`config.mk`:
```
export PLATFORM = sky130hd
export DESIGN_NAME = oled_pwr_seq
export DESIGN_NICKNAME = d
export VERILOG_FILES = /design/src/rtl/oled_seq_pkg.sv /design/src/rtl/oled_seq_rom.sv /design/src/rtl/oled_seq_timer.sv /design/src/rtl/oled_seq_req_latch.sv /design/src/rtl/oled_pwr_seq.sv
export SDC_FILE = /design/constraint.sdc
export NUM_CORES = 1
export LEC_CHECK = 0
export BUFFER_PORTS_ARGS = -buffer_cell sky130_fd_sc_hd__buf_4
export CAP_MARGIN = 5
export CORE_MARGIN = 2
export CORE_UTILIZATION = 42
export DETAILED_ROUTE_END_ITERATION = 10
export HOLD_SLACK_MARGIN = 0.1
export PLACE_DENSITY = 0.62
export SYNTH_ARGS = -nofsm -noshare
export SYNTH_HDL_FRONTEND = slang
export SYNTH_SLANG_ARGS = --single-unit
```
`constraint.sdc`:
```
create_clock -name clk -period 14.74 [get_ports clk]
set_clock_uncertainty 0.15 [all_clocks]
set_input_delay 1.474 -clock clk [delete_from_list [all_inputs] [get_ports clk]]
set_output_delay 1.474 -clock clk [all_outputs]
set_load 0.05 [all_outputs]
```
`src/rtl/oled_seq_pkg.sv`:
```
package oled_seq_pkg;

   typedef enum logic [1:0] {
      ENT_CMD = 2'd0,
      ENT_ARG = 2'd1,
      ENT_END = 2'd2
   } ent_kind_e;

   typedef struct packed {
      ent_kind_e  kind;
      logic [7:0] val;
   } rom_ent_t;

   typedef enum logic [3:0] {
      ST_OFF,
      ST_RST_LO,
      ST_RST_WAIT,
      ST_INIT,
      ST_CLEAR,
      ST_HV_UP,
      ST_SEND_ON,
      ST_ON,
      ST_DOFF_SLP,
      ST_SLEEP,
      ST_DOFF_PWR,
      ST_HV_DN
   } seq_st_e;

   localparam logic [7:0] OP_PANEL_OFF = 8'hAE;
   localparam logic [7:0] OP_PANEL_ON  = 8'hAF;

   // request bit positions
   localparam int RQ_ON   = 0;
   localparam int RQ_OFF  = 1;
   localparam int RQ_SLP  = 2;
   localparam int RQ_WAKE = 3;

endpackage

```
`src/rtl/oled_seq_rom.sv`:
```
module oled_seq_rom
   import oled_seq_pkg::*;
#(
   parameter int GS_LEN = 32,
   parameter int IDX_W  = 7
) (
   input  logic [IDX_W-1:0] idx,
   output rom_ent_t         ent
);

   localparam int FIXED_N = 39;
   localparam int TOTAL_N = FIXED_N + GS_LEN + 1;

   initial begin
      if (GS_LEN < 2) $fatal(1, "oled_seq_rom: GS_LEN must be at least 2");
      if (TOTAL_N > (1 << IDX_W)) $fatal(1, "oled_seq_rom: IDX_W too narrow");
   end

   // bit 8 marks an opcode, bits 7:0 carry the byte
   function automatic rom_ent_t fixed_ent(input int i);
      logic [8:0] e;
      case (i)
         0:  e = 9'h1FD;  1:  e = 9'h012;
         2:  e = 9'h1AE;
         3:  e = 9'h1A0;  4:  e = 9'h074;
         5:  e = 9'h1A1;  6:  e = 9'h000;
         7:  e = 9'h1A2;  8:  e = 9'h000;
         9:  e = 9'h1A4;
         10: e = 9'h1A8;  11: e = 9'h03F;
         12: e = 9'h1AD;  13: e = 9'h08E;
         14: e = 9'h1B0;  15: e = 9'h00B;
         16: e = 9'h1B1;  17: e = 9'h031;
         18: e = 9'h1B3;  19: e = 9'h0F0;
         20: e = 9'h18A;  21: e = 9'h064;
         22: e = 9'h18B;  23: e = 9'h078;
         24: e = 9'h18C;  25: e = 9'h064;
         26: e = 9'h1BB;  27: e = 9'h03A;
         28: e = 9'h1BE;  29: e = 9'h03E;
         30: e = 9'h187;  31: e = 9'h006;
         31+1: e = 9'h181; 33: e = 9'h091;
         34: e = 9'h182;  35: e = 9'h050;
         36: e = 9'h183;  37: e = 9'h07D;
         38: e = 9'h1B8;
         default: e = 9'h000;
      endcase
      return '{kind: (e[8] ? ENT_CMD : ENT_ARG), val: e[7:0]};
   endfunction

   // linear ramp from 2 to 125 across the grey table
   function automatic logic [7:0] gs_val(input int k);
      return 8'(2 + (k * 123) / (GS_LEN - 1));
   endfunction

   always_comb begin
      ent = '{kind: ENT_END, val: 8'h00};
      if (int'(idx) < FIXED_N)
         ent = fixed_ent(int'(idx));
      else if (int'(idx) < FIXED_N + GS_LEN)
         ent = '{kind: ENT_ARG, val: gs_val(int'(idx) - FIXED_N)};
   end

endmodule

```
`src/rtl/oled_seq_timer.sv`:
```
module oled_seq_timer #(
   parameter int CNT_W = 8
) (
   input  logic             clk,
   input  logic             rst_n,
   input  logic             restart,
   input  logic [CNT_W-1:0] limit,
   output logic             done
);

   logic [CNT_W-1:0] cnt_q;

   // a wait of N cycles ends when the count reaches N-1
   assign done = (cnt_q >= limit - CNT_W'(1));

   always_ff @(posedge clk or negedge rst_n) begin
      if (!rst_n)       cnt_q <= '0;
      else if (restart) cnt_q <= '0;
      else if (!done)   cnt_q <= cnt_q + CNT_W'(1);
   end

endmodule

```
`src/rtl/oled_seq_req_latch.sv`:
```
module oled_seq_req_latch #(
   parameter int N = 4
) (
   input  logic         clk,
   input  logic         rst_n,
   input  logic [N-1:0] req,
   input  logic [N-1:0] drop,
   output logic [N-1:0] pend
);

   for (genvar i = 0; i < N; i++) begin : g_bit
      always_ff @(posedge clk or negedge rst_n) begin
         if (!rst_n) pend[i] <= 1'b0;
         else        pend[i] <= req[i] | (pend[i] & ~drop[i]);
      end

      // a request pulse is never lost on the way in
      a_r10_req_kept: assert property (@(posedge clk) disable iff (!rst_n)
         req[i] |=> pend[i]);
   end

endmodule

```
`src/rtl/oled_pwr_seq.sv`:
```
module oled_pwr_seq
   import oled_seq_pkg::*;
#(
   parameter int RST_LOW_CYC  = 2000,
   parameter int RST_WAIT_CYC = 300,
   parameter int HV_WAIT_CYC  = 10000000,
   parameter int GS_LEN       = 32,
   parameter bit ARG_AS_CMD   = 1'b1
) (
   input  logic       clk,
   input  logic       rst_n,
   input  logic       pwr_on_req,
   input  logic       pwr_off_req,
   input  logic       sleep_req,
   input  logic       wake_req,
   input  logic       bm_ready,
   input  logic       clr_done,
   output logic       panel_rst_n,
   output logic       hv_en,
   output logic       bm_valid,
   output logic [7:0] bm_byte,
   output logic       bm_is_cmd,
   output logic       clr_req,
   output logic       logic_off_ok,
   output logic       st_on,
   output logic       st_sleep,
   output logic       st_busy
);

   localparam int MAX_A   = (RST_LOW_CYC > RST_WAIT_CYC) ? RST_LOW_CYC : RST_WAIT_CYC;
   localparam int CYC_MAX = (MAX_A > HV_WAIT_CYC) ? MAX_A : HV_WAIT_CYC;
   localparam int CNT_W   = $clog2(CYC_MAX + 1);
   localparam int IDX_W   = $clog2(39 + GS_LEN + 1);

   initial begin
      if (RST_LOW_CYC < 1 || RST_WAIT_CYC < 1 || HV_WAIT_CYC < 1)
         $fatal(1, "oled_pwr_seq: every wait must be at least one cycle");
   end

   seq_st_e          st_q, st_d;
   logic [3:0]       pend, drop;
   logic             hv_q;
   logic [IDX_W-1:0] idx_q;
   rom_ent_t         ent;
   logic             rom_flag;
   logic             tmr_done;
   logic [CNT_W-1:0] tmr_lim;
   logic             xfer;

   oled_seq_req_latch #(.N(4)) u_req (
      .clk   (clk),
      .rst_n (rst_n),
      .req   ({wake_req, sleep_req, pwr_off_req, pwr_on_req}),
      .drop  (drop),
      .pend  (pend)
   );

   oled_seq_rom #(.GS_LEN(GS_LEN), .IDX_W(IDX_W)) u_rom (
      .idx (idx_q),
      .ent (ent)
   );

   oled_seq_timer #(.CNT_W(CNT_W)) u_tmr (
      .clk     (clk),
      .rst_n   (rst_n),
      .restart (st_d != st_q),
      .limit   (tmr_lim),
      .done    (tmr_done)
   );

   // argument bytes travel on the command path or the data path
   if (ARG_AS_CMD) begin : g_arg_cmd
      assign rom_flag = (ent.kind != ENT_END);
   end else begin : g_arg_data
      assign rom_flag = (ent.kind == ENT_CMD);
   end

   always_comb begin
      unique case (st_q)
         ST_RST_LO:   tmr_lim = CNT_W'(RST_LOW_CYC);
         ST_RST_WAIT: tmr_lim = CNT_W'(RST_WAIT_CYC);
         default:     tmr_lim = CNT_W'(HV_WAIT_CYC);
      endcase
   end

   assign xfer = bm_valid && bm_ready;

   always_comb begin
      st_d = st_q;
      drop = '0;
      unique case (st_q)
         ST_OFF: begin
            drop[RQ_OFF] = 1'b1; drop[RQ_SLP] = 1'b1; drop[RQ_WAKE] = 1'b1;
            if (pend[RQ_ON]) begin
               st_d = ST_RST_LO; drop[RQ_ON] = 1'b1;
            end
         end
         ST_RST_LO:   if (tmr_done) st_d = ST_RST_WAIT;
         ST_RST_WAIT: if (tmr_done) st_d = ST_INIT;
         ST_INIT:     if (ent.kind == ENT_END) st_d = ST_CLEAR;
         ST_CLEAR:    if (clr_done) st_d = ST_HV_UP;
         ST_HV_UP:    if (tmr_done) st_d = ST_SEND_ON;
         ST_SEND_ON:  if (bm_ready) st_d = ST_ON;
         ST_ON: begin
            drop[RQ_ON] = 1'b1; drop[RQ_WAKE] = 1'b1;
            if (pend[RQ_OFF]) begin
               st_d = ST_DOFF_PWR; drop[RQ_OFF] = 1'b1; drop[RQ_SLP] = 1'b1;
            end else if (pend[RQ_SLP]) begin
               st_d = ST_DOFF_SLP; drop[RQ_SLP] = 1'b1;
            end
         end
         ST_DOFF_SLP: if (bm_ready) st_d = ST_SLEEP;
         ST_SLEEP: begin
            drop[RQ_ON] = 1'b1; drop[RQ_SLP] = 1'b1;
            if (pend[RQ_OFF]) begin
               st_d = ST_DOFF_PWR; drop[RQ_OFF] = 1'b1; drop[RQ_WAKE] = 1'b1;
            end else if (pend[RQ_WAKE]) begin
               st_d = ST_HV_UP; drop[RQ_WAKE] = 1'b1;
            end
         end
         ST_DOFF_PWR: if (bm_ready) st_d = ST_HV_DN;
         ST_HV_DN:    if (tmr_done) st_d = ST_OFF;
         default:     st_d = ST_OFF;
      endcase
   end

   always_ff @(posedge clk or negedge rst_n) begin
      if (!rst_n) begin
         st_q  <= ST_OFF;
         hv_q  <= 1'b0;
         idx_q <= '0;
      end else begin
         st_q <= st_d;
         if (st_d == ST_HV_UP && st_q != ST_HV_UP)  hv_q <= 1'b1;
         else if (st_d == ST_SLEEP || st_d == ST_HV_DN) hv_q <= 1'b0;
         if (st_q != ST_INIT) idx_q <= '0;
         else if (xfer)       idx_q <= idx_q + IDX_W'(1);
      end
   end

   assign panel_rst_n  = !(st_q == ST_OFF || st_q == ST_RST_LO);
   assign hv_en        = hv_q;
   assign bm_valid     = (st_q == ST_INIT && ent.kind != ENT_END) || st_q == ST_SEND_ON
                         || st_q == ST_DOFF_SLP || st_q == ST_DOFF_PWR;
   assign bm_byte      = (st_q == ST_INIT) ? ent.val
                       : (st_q == ST_SEND_ON) ? OP_PANEL_ON : OP_PANEL_OFF;
   assign bm_is_cmd    = (st_q == ST_INIT) ? rom_flag : 1'b1;
   assign clr_req      = (st_q == ST_CLEAR);
   assign logic_off_ok = (st_q == ST_OFF);
   assign st_on        = (st_q == ST_ON);
   assign st_sleep     = (st_q == ST_SLEEP);
   assign st_busy      = !(st_q == ST_OFF || st_q == ST_ON || st_q == ST_SLEEP);

   // an offered byte stays put until it is taken
   a_r3_hold_byte: assert property (@(posedge clk) disable iff (!rst_n)
      bm_valid && !bm_ready |=> bm_valid && $stable(bm_byte) && $stable(bm_is_cmd));

   // high voltage only with the panel out of reset
   a_r2_hv_needs_rst: assert property (@(posedge clk) disable iff (!rst_n)
      hv_en |-> panel_rst_n);

   // frame clear happens with the high voltage still off
   a_r5_clear_hv_off: assert property (@(posedge clk) disable iff (!rst_n)
      clr_req |-> !hv_en);

   // display on is never offered without the high voltage
   a_r6_on_needs_hv: assert property (@(posedge clk) disable iff (!rst_n)
      bm_valid && bm_is_cmd && bm_byte == OP_PANEL_ON |-> hv_en);

   // the high voltage drops only right after display off was taken
   a_r7_hv_drop_after_off: assert property (@(posedge clk) disable iff (!rst_n)
      $fell(hv_en) |-> $past(xfer && bm_is_cmd && bm_byte == OP_PANEL_OFF));

   // logic supply removal never overlaps the high voltage
   a_r9_logic_off_safe: assert property (@(posedge clk) disable iff (!rst_n)
      logic_off_ok |-> !hv_en);

endmodule

```
==> flow_summary.yaml <==
drt:
  initialDrtViolationCount: 604
  vias_per_cell: 5.846
  finalWirelength_um: 31140
  drc: 0
  detail-route-antenna-nets: 0
  vias: 10640
  dr.pass1.iters: 5
  wire_per_inst_um: 17.11
worst_setup_path:
  cp_max_fo: 7
  cpMostUsedCell: "buf_4"
  r2r-end: "u_tmr.cnt_q[21]$_DFFE_PN0P_"
  reg2reg_from: "st_q[3]$_DFF_PN0_"
  critPathMaxStageDelay_ns: 0.57
  crit_type: "reg -> out"
  critPathCaptureType: "primary output"
  critPathLaunchType: "flip-flop"
  reg2reg_slack_ns: 8.75
  worst_path_max_delay_cell: "fa_1"
  rr_worst_depth: 34
  critPathRequiredTime_ns: 13.12
  arrival_ns: 13.94
timing:
  fmax_ghz: 0.06425
  tightest_slew_ns: 1.407
  drv_slew: 0
  rsz0062_at_grt: "true"
  post-route-period-util_pct: 105.6
  finalWorstSetupSlack_ns: -0.8241
  tns_ns: -4.332
  min_period_ns: 15.56
  hold_viol_final: 0
  setup_violations: 8
  maxSlewHeadroom_pct: 5.870
power_and_ir_drop:
  p_int_w: 0.0001786
  peakVddDrop_v: 0.00008551
  seq_power_share_pct: 47.8
  powerDensity_nw_per_um2: 16.56
  p_clk_share_pct: 50.4
  netSwitchingPower_w: 0.00005116
  p_sw_share_pct: 22.26
  leakage_nw: 5.914
  p_comb_share_pct: 1.9
global_routing:
  grt_pass1_vias: 10690
  grt_max_degree: 41
  overflow: 0
  grtUsageTotal_pct: 26.43
  antenna_found_initial: 0
  grt_pass1_wl_um: 50150
placed_design:
  hpwl_um: 22370
  io_buffers: 24
  placed_cell_area_um2: 12020
  gp_congestion: 0.9018
finish:
  layout-drive-gt1-share_pct: 42.27
  layout-area-overhead-vs-synth_pct: 53.24
  nets: 1645
  n_fill_cell: 1741
  diodes: 0
  fin_area_um2: 13880
clock_tree:
  cts_buffer_depth: 2
  htreeDepth: 2
  cts_buffers: 5
  cts_sinks: 40
  cts_hold_repair.buffers: 0
  cts_tree: "yes"
  cts-root-buf: "clkbuf_16"
  clkTransAtPathRegs_ns: 0.06
  clk_latency_ns: 0.29
floorplanning:
  die_w_um: 150.8
  ios: 25
  core_um2: 21090
  start_util_pct: 42.94
  num_rows: 53
  die_h_um: 150.8
  dieArea_um2: 22750
synth:
  synth.most_common_cell: "nor2_1"
  ys.flop_type: "dfrtp_1"
  yosysWarnings: 0
  ys_types: 120
  synth_top_area_cell: "dfrtp_1"
  syn-mean-instance-area_um2: 7.648
  synth_top_area_share_pct: 11.05
  ys_ff_latch: 40
  async_flop_share_pct: 100.0
  synth_area_leaders: "dfrtp_1, ha_1, xnor2_1"
  syn_area_um2: 9055
  synth.cells.most_frequent: "nor2_1, nand2_1, a21oi_1"
  syn_inst: 1184
  ys_seq_area_share_pct: 11.05
  synth_edf_count: 0
hold_path:
  min_path_type: "reg -> reg"
  hold_depth: 1
  worstHoldStart: "u_req.pend[2]$_DFF_PN0_"
  holdPathEnd: "u_req.pend[2]$_DFF_PN0_"
status:
  violations: "setup timing"
  status: "finished, violations left"
flow_run:
  drv_cap: 0
[cell type report]
cell class | instances | area (µm²) | area share (%)
flip-flops and latches | 40 | 1005 | 7.241
clock inverters | 2 | 15.01 | 0.1082
clock buffers | 6 | 138.9 | 1.001
multi-input cells | 1044 | 9036 | 65.12
well taps | 275 | 344.1 | 2.480
inverters | 64 | 242.7 | 1.749
repair buffers | 389 | 3094 | 22.30
[per-layer routing]
metal	GRT usage [%]	up-vias	share of wire, %
met5	0	-	0
met4	7.944	0	2.9
met3	1.627	73	3.2
met2	48.34	267	51
met1	33.36	5156	43
li1	-	5144	-
[sequential cells by signal, indices dropped and copies added (netlist names)]
name         cells
st_q             4
u_req.pend       4
u_tmr.cnt_q     24
hv_en            1
idx_q            7
[worst max path at each step]
stage                    startpoint          to  slack, ns
2_1_floorplan  idx_q[1]$_DFFE_PN0P_  bm_byte[4]      -0.05
6_report       idx_q[1]$_DFFE_PN0P_  bm_byte[7]      -0.82
5_1_grt        idx_q[1]$_DFFE_PN0P_  bm_byte[7]      -1.40
3_5_place_dp   idx_q[1]$_DFFE_PN0P_  bm_byte[7]      -0.58
3_3_place_gp   idx_q[1]$_DFFE_PN0P_  bm_byte[7]      -0.37
4_1_cts        idx_q[1]$_DFFE_PN0P_  bm_byte[7]      -0.26
[per-stage QoR]
stage                     utilization [%]  hold WS [ns]  total power (W)  setup slack (ns)  cells
after floorplan                         -        0.3002        0.0001124          -0.05177   1188
after global placement              57.00        0.3407        0.0001161           -0.3651   1747
after detailed placement            57.00        0.3378        0.0001162           -0.5848   1747
after CTS                           62.23        0.3519        0.0002319           -0.2644   1795
after global routing                65.80        0.3631        0.0002359            -1.402   1820
final                               65.80        0.3532        0.0002298           -0.8241   1820
[critical path: cells and delay by family, from the launching register on]
family                   cells  cell delay (ns)
AND/OR/NAND/NOR             16             3.38
adder cells (fa/ha/maj)      8             2.75
AO/OA/AOI/OAI               26             4.93
buffers and inverters       12             1.72
flip-flops                   1             0.45
XOR/XNOR                     2             0.41
[power groups by stage]
stage	combinational [W]	clock [W]	sequential [W]
final	0.00000428	0.000116	0.000110
after CTS	0.00000445	0.000118	0.000110
after detailed placement	0.00000440	0	0.000112
after global routing	0.00000513	0.000121	0.000110
after floorplan	0.000000576	0	0.000112
after global placement	0.00000432	0	0.000112
[cell usage in the layout (no fill, tap or decap), types with 22 or more instances in the layout]
| cell | n |
|---|---|
| a21oi_1 | 67 |
| buf_4 | 356 |
| buf_6 | 25 |
| dfrtp_1 | 37 |
| fa_1 | 22 |
| ha_1 | 51 |
| inv_1 | 54 |
| nand2_1 | 89 |
| nand3_1 | 36 |
| nor2_1 | 114 |
| nor3_1 | 23 |
| o21ai_0 | 43 |
| xnor2_1 | 41 |
| xor2_1 | 36 |
[cell families (layout without fill, tap and decap cells)]
| kind of cell | Yosys count | count (layout) | share of synthesized area (%) |
|---|---|---|---|
| and+or+nand+nor | 451 | 451 | 26.07 |
| buffers and inverters | 105 | 461 | 4.781 |
| DFF | 40 | 40 | 11.05 |
| other | 1 | 5 | 0.04141 |
| AOI/OAI and AO/OA | 386 | 387 | 32.31 |
| xor gates and xnor gates | 98 | 98 | 9.769 |
| adders and majority gates | 93 | 93 | 14.67 |
| muxes | 10 | 10 | 1.299 |
[repair_timing]
action | in CTS | in global routing
gates cloned | 1 | 0
gates resized for setup | 120 | 103
pin swaps | 87 | 77
endpoints found under the setup margin | 8 | 8
buffers inserted | 42 | 31
Note: power is estimated with default switching activity, not from simulation.
